--- config.mk ---
export PLATFORM = sky130hd
export DESIGN_NAME = circ_addr_gen
export DESIGN_NICKNAME = d
export VERILOG_FILES = /design/src/rtl/agu_pkg.sv /design/src/rtl/agu_cfg_regs.sv /design/src/rtl/agu_step_calc.sv /design/src/rtl/circ_addr_gen.sv
export SDC_FILE = /design/constraint.sdc
export NUM_CORES = 1
export LEC_CHECK = 0
export BUFFER_PORTS_ARGS = -buffer_cell sky130_fd_sc_hd__clkbuf_2
export CAP_MARGIN = 20
export CORE_AREA = 2 2 193 100
export DETAILED_ROUTE_END_ITERATION = 16
export DIE_AREA = 0 0 195 102
export PLACE_DENSITY = 0.66
export SLEW_MARGIN = 25
export SYNTH_ARGS = -nofsm -noshare
export SYNTH_HDL_FRONTEND = slang
export SYNTH_SLANG_ARGS = --single-unit
--- constraint.sdc ---
create_clock -name clk -period 15.05 [get_ports clk]
set_clock_uncertainty 0.1 [all_clocks]
set_input_delay 3.01 -clock clk [delete_from_list [all_inputs] [get_ports clk]]
set_output_delay 3.01 -clock clk [all_outputs]
set_load 0.02 [all_outputs]
--- src/rtl/agu_pkg.sv ---
package agu_pkg;

  typedef enum logic [1:0] {
    WALK_LIN     = 2'b00,
    WALK_CIRC    = 2'b01,
    WALK_BREV    = 2'b10,
    WALK_LIN_ALT = 2'b11
  } walk_mode_e;

endpackage

--- src/rtl/agu_cfg_regs.sv ---
module agu_cfg_regs
  import agu_pkg::*;
#(
  parameter int AW     = 16,
  parameter int MAXLOG = 10,
  parameter int LW     = 4
) (
  input  logic          clk,
  input  logic          rst,
  input  logic          cfg_we,
  input  logic [AW-1:0] cfg_lo,
  input  logic [AW-1:0] cfg_hi,
  input  logic [AW-1:0] cfg_stride,
  input  logic [1:0]    cfg_mode,
  input  logic [LW-1:0] cfg_fftlog,
  output logic [AW-1:0] lo_q,
  output logic [AW-1:0] hi_q,
  output logic [AW-1:0] stride_q,
  output walk_mode_e    mode_q,
  output logic [LW-1:0] klog_q
);

  localparam logic [LW-1:0] KMIN = LW'(1);
  localparam logic [LW-1:0] KMAX = LW'(MAXLOG);

  logic [LW-1:0] klog_clamped;

  // field size limited to 1..MAXLOG
  always_comb begin
    if (cfg_fftlog == '0)       klog_clamped = KMIN;
    else if (cfg_fftlog > KMAX) klog_clamped = KMAX;
    else                        klog_clamped = cfg_fftlog;
  end

  always_ff @(posedge clk) begin
    if (rst) begin
      lo_q     <= '0;
      hi_q     <= '0;
      stride_q <= '0;
      mode_q   <= WALK_LIN;
      klog_q   <= KMIN;
    end else if (cfg_we) begin
      lo_q     <= cfg_lo;
      hi_q     <= cfg_hi;
      stride_q <= cfg_stride;
      mode_q   <= walk_mode_e'(cfg_mode);
      klog_q   <= klog_clamped;
    end
  end

  a_r11_klog_legal: assert property (@(posedge clk) disable iff (rst)
    $past(cfg_we) |-> (klog_q >= KMIN && klog_q <= KMAX));

endmodule

--- src/rtl/agu_step_calc.sv ---
module agu_step_calc
  import agu_pkg::*;
#(
  parameter int AW     = 16,
  parameter int MAXLOG = 10,
  parameter int LW     = 4
) (
  input  logic [AW-1:0] ptr,
  input  logic [AW-1:0] lo,
  input  logic [AW-1:0] hi,
  input  logic [AW-1:0] stride,
  input  walk_mode_e    mode,
  input  logic [LW-1:0] klog,
  output logic [AW-1:0] nxt,
  output logic [AW-1:0] field_mask,
  output logic          wrap_up,
  output logic          wrap_dn,
  output logic          stride_fits
);

  localparam int CW = AW + 2;

  // Bits that belong to the reversed index field
  for (genvar g = 0; g < AW; g++) begin : g_mask
    if (g < MAXLOG) begin : g_in
      assign field_mask[g] = (LW'(g) < klog);
    end else begin : g_out
      assign field_mask[g] = 1'b0;
    end
  end

  function automatic logic signed [CW-1:0] widen_u(input logic [AW-1:0] v);
    return signed'({2'b00, v});
  endfunction

  function automatic logic signed [CW-1:0] widen_s(input logic [AW-1:0] v);
    return signed'({{2{v[AW-1]}}, v});
  endfunction

  // Reversed-order increment: carry enters at the top field bit and ripples down
  function automatic logic [AW-1:0] brev_bump(input logic [AW-1:0] p,
                                              input logic [AW-1:0] m);
    logic [AW-1:0] r;
    logic          c;
    r = p;
    c = 1'b1;
    for (int i = MAXLOG - 1; i >= 0; i--) begin
      if (m[i]) begin
        r[i] = p[i] ^ c;
        c    = c & p[i];
      end
    end
    return r;
  endfunction

  logic signed [CW-1:0] win_len;
  logic signed [CW-1:0] off_sum;
  logic signed [CW-1:0] off_fix;
  logic signed [CW-1:0] st_w;
  logic signed [CW-1:0] st_mag;
  logic [AW-1:0]        circ_nxt;

  always_comb begin
    win_len     = widen_u(hi) - widen_u(lo) + CW'(1);
    st_w        = widen_s(stride);
    st_mag      = (st_w < 0) ? -st_w : st_w;
    stride_fits = (st_mag <= win_len);
    off_sum     = widen_u(ptr) - widen_u(lo) + st_w;
    wrap_up     = (off_sum >= win_len);
    wrap_dn     = (off_sum < 0);
    if (wrap_up)      off_fix = off_sum - win_len;
    else if (wrap_dn) off_fix = off_sum + win_len;
    else              off_fix = off_sum;
    circ_nxt    = lo + off_fix[AW-1:0];
  end

  always_comb begin
    unique case (mode)
      WALK_CIRC: nxt = circ_nxt;
      WALK_BREV: nxt = brev_bump(ptr, field_mask);
      default:   nxt = ptr + stride;
    endcase
  end

endmodule

--- src/rtl/circ_addr_gen.sv ---
module circ_addr_gen
  import agu_pkg::*;
#(
  parameter int AW     = 16,
  parameter int MAXLOG = 10,
  parameter int LW     = $clog2(MAXLOG + 1)
) (
  input  logic          clk,
  input  logic          rst,
  input  logic          cfg_we,
  input  logic [AW-1:0] cfg_lo,
  input  logic [AW-1:0] cfg_hi,
  input  logic [AW-1:0] cfg_stride,
  input  logic [1:0]    cfg_mode,
  input  logic [LW-1:0] cfg_fftlog,
  input  logic          step,
  output logic [AW-1:0] addr
);

  logic [AW-1:0] lo_q, hi_q, stride_q, nxt, field_mask;
  walk_mode_e    mode_q;
  logic [LW-1:0] klog_q;
  logic          wrap_up, wrap_dn, stride_fits;
  logic [AW-1:0] ptr_q;

  agu_cfg_regs #(.AW(AW), .MAXLOG(MAXLOG), .LW(LW)) u_cfg (
    .clk(clk), .rst(rst), .cfg_we(cfg_we),
    .cfg_lo(cfg_lo), .cfg_hi(cfg_hi), .cfg_stride(cfg_stride),
    .cfg_mode(cfg_mode), .cfg_fftlog(cfg_fftlog),
    .lo_q(lo_q), .hi_q(hi_q), .stride_q(stride_q),
    .mode_q(mode_q), .klog_q(klog_q)
  );

  agu_step_calc #(.AW(AW), .MAXLOG(MAXLOG), .LW(LW)) u_calc (
    .ptr(ptr_q), .lo(lo_q), .hi(hi_q), .stride(stride_q),
    .mode(mode_q), .klog(klog_q),
    .nxt(nxt), .field_mask(field_mask),
    .wrap_up(wrap_up), .wrap_dn(wrap_dn), .stride_fits(stride_fits)
  );

  // Named events for the checks below
  logic evt_step, evt_circ, evt_circ_up, evt_circ_dn, evt_brev, evt_lin, ptr_in_win;
  assign evt_step    = step && !cfg_we;
  assign evt_circ    = evt_step && (mode_q == WALK_CIRC);
  assign evt_circ_up = evt_circ && wrap_up;
  assign evt_circ_dn = evt_circ && wrap_dn;
  assign evt_brev    = evt_step && (mode_q == WALK_BREV);
  assign evt_lin     = evt_step && (mode_q == WALK_LIN || mode_q == WALK_LIN_ALT);
  assign ptr_in_win  = (ptr_q >= lo_q) && (ptr_q <= hi_q);

  always_ff @(posedge clk) begin
    if (rst)           ptr_q <= '0;
    else if (cfg_we)   ptr_q <= cfg_lo;
    else if (step)     ptr_q <= nxt;
  end

  assign addr = ptr_q;

  a_r1_reset_clear: assert property (@(posedge clk) disable iff (rst)
    $past(rst) |-> (addr == '0));

  a_r2_cfg_load: assert property (@(posedge clk) disable iff (rst)
    cfg_we |=> (addr == $past(cfg_lo)));

  a_r3_hold: assert property (@(posedge clk) disable iff (rst)
    (!cfg_we && !step) |=> $stable(addr));

  // both linear codes add the stride
  a_r4_linear_add: assert property (@(posedge clk) disable iff (rst)
    evt_lin |=> (addr == $past(addr) + $past(stride_q)));

  a_r5_wrap_up_inside: assert property (@(posedge clk) disable iff (rst)
    (evt_circ_up && stride_fits && ptr_in_win) |=>
      (addr >= $past(lo_q) && addr <= $past(hi_q)));

  a_r6_wrap_dn_inside: assert property (@(posedge clk) disable iff (rst)
    (evt_circ_dn && stride_fits && ptr_in_win) |=>
      (addr >= $past(lo_q) && addr <= $past(hi_q)));

  a_r9_brev_upper_kept: assert property (@(posedge clk) disable iff (rst)
    evt_brev |=> ((addr & ~$past(field_mask)) == ($past(addr) & ~$past(field_mask))));

endmodule

Word level (Yosys, flattened, before mapping):

Cells that the tools add are included.

* memories: 0
* logic and storage cells: 116
* RAM bits: 0
* register bits after elaboration: 70
* memory bits (read-only): 0
* output and inout bits: 16
* latch bits: 0

* equality and inequality tests: 13
* mux-type cells: 35
* div/mod/pow operators: 0
* shifts and indexed selects: 0
* $lt $le $gt $ge: 13
* add/subtract/negate cells: 8
* multiply operators: 0
* bitwise logic cells: 18
* reductions and logical operators: 13

Operators with widths (number)
* two-way mux 16 bit: 4
* adder 16 bit: 3
* subtractor 16 x 16 -> 17 bit: 2
* one-hot mux 16 bit (2 select lines): 1
* inequality test 3 bit (second input constant): 10
* two-way mux 1 bit: 28
* AND reduction 2 bit: 11
* adder 17 x 16 -> 18 bit: 1
* adder 17 x 2 -> 18 bit (second input constant): 1
* >= comparator 18 bit: 1
* < comparator 18 x 1 -> 1 bit (second input constant): 1
* < comparator 3 x 4 -> 1 bit (first input constant): 4
* subtractor 16 bit: 1
* XOR 1 bit: 9
* AND 1 bit: 8
* < comparator 1 x 4 -> 1 bit (first input constant): 2
* < comparator 2 x 4 -> 1 bit (first input constant): 2
* < comparator 4 bit (first input constant): 2
* two-way mux 4 bit: 2
* greater-than comparator 4 bit (second input constant): 1
* zero test 4 bit: 1
* equality test 2 x 1 -> 1 bit (second input constant): 1
* equality test 2 bit (second input constant): 1
* inequality test 2 bit (second input constant): 1
* other kinds (2): 2

Depth between registers and ports, before layout:

* word-level depth: 32
* gate-level depth with buffers: 43
* gate-level depth less buffers: 42

Cells and area by module:

Synthesis repeated with hierarchy kept, for this count alone.

* cells, all modules: 1177
* area total of the unflattened synthesis: 9530.4 um2

By module, submodules not included
* agu_step_calc: cells each 925, instances 1, area each 6780.3 um2
* agu_cfg_regs: cells each 181, instances 1, area each 1944.4 um2
* circ_addr_gen: cells each 71, instances 1, area each 805.8 um2

Worst setup path after synthesis:

Ideal clock, no wire load.

* path type: flip-flop to flip-flop
* start: register ptr_q[0], in the netlist addr[0]
* end: register ptr_q[14], in the netlist addr[14]
* stages on the path, launching flop included: 42
* library setup time: 0.114 ns
* arrival: 7.814 ns
* setup slack: 7.021 ns
* data required time: 14.836 ns
* period minus slack after synthesis: 8.029 ns
* cell sequence: dfxtp_1 -> inv_1 -> ha_1 -> fa_1 -> nor2b_1 -> o21ai_0 -> a21boi_0 -> o21ai_0 -> a21boi_0 -> o2111ai_1 -> nand2_1 -> nor2_1 -> xnor2_1 -> ha_1 -> nand2_1 -> o21ai_0 -> a2111oi_2 -> o31ai_1 -> (+6 left out) -> or2_2 -> buf_2 -> nor2_1 -> buf_2 -> a22oi_1 -> o22ai_1 -> a21oi_1 -> ha_1 -> a21oi_1 -> a21boi_0 -> o21ai_0 -> a21oi_1 -> a31o_2 -> a2111o_1 -> a31oi_1 -> xnor2_1 -> a221oi_1 -> a2111oi_0

* word-level cells in the longest chain between the ends: 9
* elaborated cells between the ends (all ways): 13
* classes of those cells: 6 x add/sub; 2 x order compare; 5 x mux

Ends and longest elaborated chain
* start, declared: RTL line circ_addr_gen.sv:24 `logic [AW-1:0] ptr_q;`
* start signal, assigned: RTL line circ_addr_gen.sv:53 `else if (cfg_we) ptr_q <= cfg_lo;`
* start signal, assigned: RTL line circ_addr_gen.sv:54 `else if (step) ptr_q <= nxt;`
* subtractor 16 x 16 -> 17 bit: RTL line agu_step_calc.sv:68 `off_sum = widen_u(ptr) - widen_u(lo) + st_w;`
* adder 17 x 16 -> 18 bit: RTL line agu_step_calc.sv:68
* adder 16 bit / < comparator 18 x 1 -> 1 bit (equally long branches): RTL line agu_step_calc.sv:72, agu_step_calc.sv:70
* two-way mux 16 bit: RTL line agu_step_calc.sv:72 `else if (wrap_dn) off_fix = off_sum + win_len;`
* two-way mux 16 bit: RTL line agu_step_calc.sv:71 `if (wrap_up) off_fix = off_sum - win_len;`
* adder 16 bit: RTL line agu_step_calc.sv:74 `circ_nxt = lo + off_fix[AW-1:0];`
* one-hot mux 16 bit (2 select lines) (*): RTL line agu_step_calc.sv:78 `unique case (mode)`
* two-way mux 16 bit (*): RTL line circ_addr_gen.sv:54
* two-way mux 16 bit (*): RTL line circ_addr_gen.sv:53

Every way passes the cells marked *; elsewhere a longest branch is shown, timed or not. The select of a mux whose other input is x is not followed.
A chain may end at the register's enable or synchronous reset.

Final worst setup path:

Ends and elaborated chain as after synthesis.

==> impl_metrics.yaml <==
logic_synthesis:
  ys_types: 71
  netlist_area_um2: 8640
  syn-num-nets: 1326
  synth_top_area_share_pct: 18.1
  syn_inst: 1136
  synth.most_common_cell: "nor2_1"
  synth-xor-area-share_pct: 7.40
  yosys_register_bits: 70
  ys_top_cells_by_count: "nor2_1, ha_1, a21oi_1"
  yosys.area_share.adder_pct: 19.7
  ys.flop_type: "dfxtp_1"
  synth_top_family_by_area: "compound AO/OA/AOI/OAI gates"
  yosys.area_share.simple_pct: 18.5
  synth_edf_count: 0
  synthMuxAreaShare_pct: 5.81
  yosysWarningCount: 0
  avgSynthCellArea_um2: 7.61
  synthTopCellsByArea: "ha_1, dfxtp_1, a21oi_1, nor2_1, mux2i_1"
  yosysTopAreaCell: "ha_1"
  async_flop_share_pct: 0
  synth_compound_area_share_pct: 27.0
  yosysSeqAreaShare_pct: 16.2
clocking:
  cts_tree: "done"
  cts_max_level: 3
  cts_hold_buffers: 0
  post_cts_buffers: 0
  cts_buffer_depth: 2
  cts.sinks: 70
  cts_made_buffers: 9
  clkTransAtPathRegs_ps: 70
  clock_latency_ps: 340
  root_buffer: "clkbuf_16"
  cts-resized-gates: 0
place:
  dp.cells: 1412
  port_buffers: 73
  dp_hpwl_um: 21000
  place_congestion: 0.911
sta:
  period_share_pct: 63.7
  slew_headroom_pct: 31.6
  fin_crit_ps: 9580
  max_freq_ghz: 0.104
  tightest_slew_ps: 1020
  setup_tns_ps: 0
  rsz0062_at_grt: "no"
  hold_viol: 0
  finalMaxSlewViolations: 0
  finalSetupViolations: 0
outcome:
  status: "finished, final reports clean"
route:
  route.met2.wl_um: 10400
  dr_wl_met3_um: 1870
  wire_per_inst_um: 18.5
  via_per_inst: 5.95
  drtAntennaViolNets: 0
  wl_met1_um: 13900
  totalWireLength_um: 26400
  dr_total_vias: 8492
  first_pass_iters: 7
  topRoutingLayerUsed: "met4"
  drc_errors: 0
  drt_iter0_drc: 622
global_route:
  grt_pass1_wl_um: 40900
  grt_max_degree: 71
  gr-total-overflow: 0
  grt_pass1_vias: 7702
  antenna_found_initial: 0
  grtUsageTotal_pct: 26.2
worst_hold_path:
  hold_end: "u_cfg.hi_q[13]"
  hold_path.class: "flop to flop"
  whs_path_depth: 2
  hp-start: "u_cfg.hi_q[13]"
floorplanning:
  num_rows: 35
  die_y_um: 102
  initial_core_util_pct: 47.7
  die-area_um2: 19900
  ios: 74
  die_w_um: 195
  core_area_um2: 18100
finish:
  instances_no_fill: 1428
  multiInputGateArea_um2: 6770
  drive_above_1_share_pct: 10.2
  areaGrowthSynthToFinish_pct: 9.57
  fill_cells: 1797
  layout.nets: 1373
  num_antenna_cells: 0
  seqCellArea_um2: 1400
power:
  p_per_area_nw_per_um2: 221
  ir_worst_vdd_mv: 0.0953
  p_leak_nw: 4.41
critical_path:
  cpPeakStageDelay_ps: 460
  reg2regPathDepth: 38
  critPathArrivalTime_ps: 9690
  critPathMaxFanout: 17
  worstReg2RegStart: "addr[0]"
  cp-startpoint: "addr[0]"
  critPathLaunchType: "flop"
  rrSetupSlack_ps: 5470
  cp_slowest_cell: "o31ai_1"
  cp-end-kind: "flop"
  critical_path_required_ps: 15160
  regToRegEndpoint: "addr[14]"
  critical_path_class: "flop to flop"
flow_run:
  drv_cap: 0
-- cell type report --
| type | count | share of cell area, % |
|---|---|---|
| timing repair buffer | 76 | 4.12 |
| multi-input combinational | 942 | 71.5 |
| clock buffer | 10 | 2.52 |
| tap | 240 | 3.17 |
| inverter | 84 | 3.33 |
| sequential | 70 | 14.8 |
| clock inverter | 6 | 0.555 |
-- placed cells by master, fill, tap and decap left out, types with 31 or more instances in the layout --
master / count
nor2_1: 133
ha_1: 125
a21oi_1: 104
inv_1: 84
clkbuf_2: 72
dfxtp_1: 70
nand2_1: 63
o21ai_0: 62
mux2i_1: 49
xnor2_1: 42
xor2_1: 31
-- stage by stage --
| stage | worst slack [ps] | hold slack (ps) | utilization [%] | instance area (µm²) | power (mW) |
|---|---|---|---|---|---|
| 6_report | 5470 | 402 | 52.2 | 9470 | 2.09 |
| 5_1_grt | 4700 | 439 | 52.2 | 9470 | 2.26 |
| 4_1_cts | 5620 | 408 | 52.2 | 9470 | 2.05 |
| 2_1_floorplan | 7020 | 360 | - | 8640 | 1.40 |
| 3_5_place_dp | 5680 | 392 | 50.6 | 9180 | 1.82 |
| 3_3_place_gp | 5960 | 378 | 50.6 | 9180 | 1.81 |
-- critical path, delay by kind of cell (launching register included) --
| family | cells | cell delay, ps |
|---|---|---|
| xor gates and xnor gates | 3 | 630 |
| adders and majority gates | 5 | 1710 |
| buffers and inverters | 1 | 70 |
| DFF | 1 | 430 |
| and+or+nand+nor | 8 | 1520 |
| AOI/OAI and AO/OA | 21 | 4970 |
-- flip-flops by register name (all words and copies together) (netlist names) --
signal          flops
u_cfg.mode_q        2
u_cfg.klog_q        4
addr               16
u_cfg.hi_q         16
u_cfg.lo_q         16
u_cfg.stride_q     16
-- kinds of logic after synthesis --
family                   after synthesis
buffers and inverters                124
AND/OR/NAND/NOR                      340
multiplexers                          50
AO/OA/AOI/OAI                        347
XOR/XNOR                              73
adder cells (fa/ha/maj)              132
flip-flops                            70
-- power by group --
group	total, mW	switching, mW	leakage, nW	internal, mW
Combinational	1.66	1.03	3.69	0.626
Clock	0.214	0.0948	0.138	0.119
Sequential	0.218	0.0196	0.579	0.198
-- routing by layer --
layer  GRT usage [%]  up-vias
li1                -     4200
met1            40.7     4000
met2            37.8      271
met3            4.06       21
met4            5.11        0
met5               0        -
-- how the worst max path moves through the flow --
stage,to,cells past startpoint
final,addr[14],38
after global routing,addr[14],38
after CTS,addr[14],38
after detailed placement,addr[14],38
after global placement,addr[14],38
after floorplan,addr[14],41
Power figures use the tool's default switching activity.
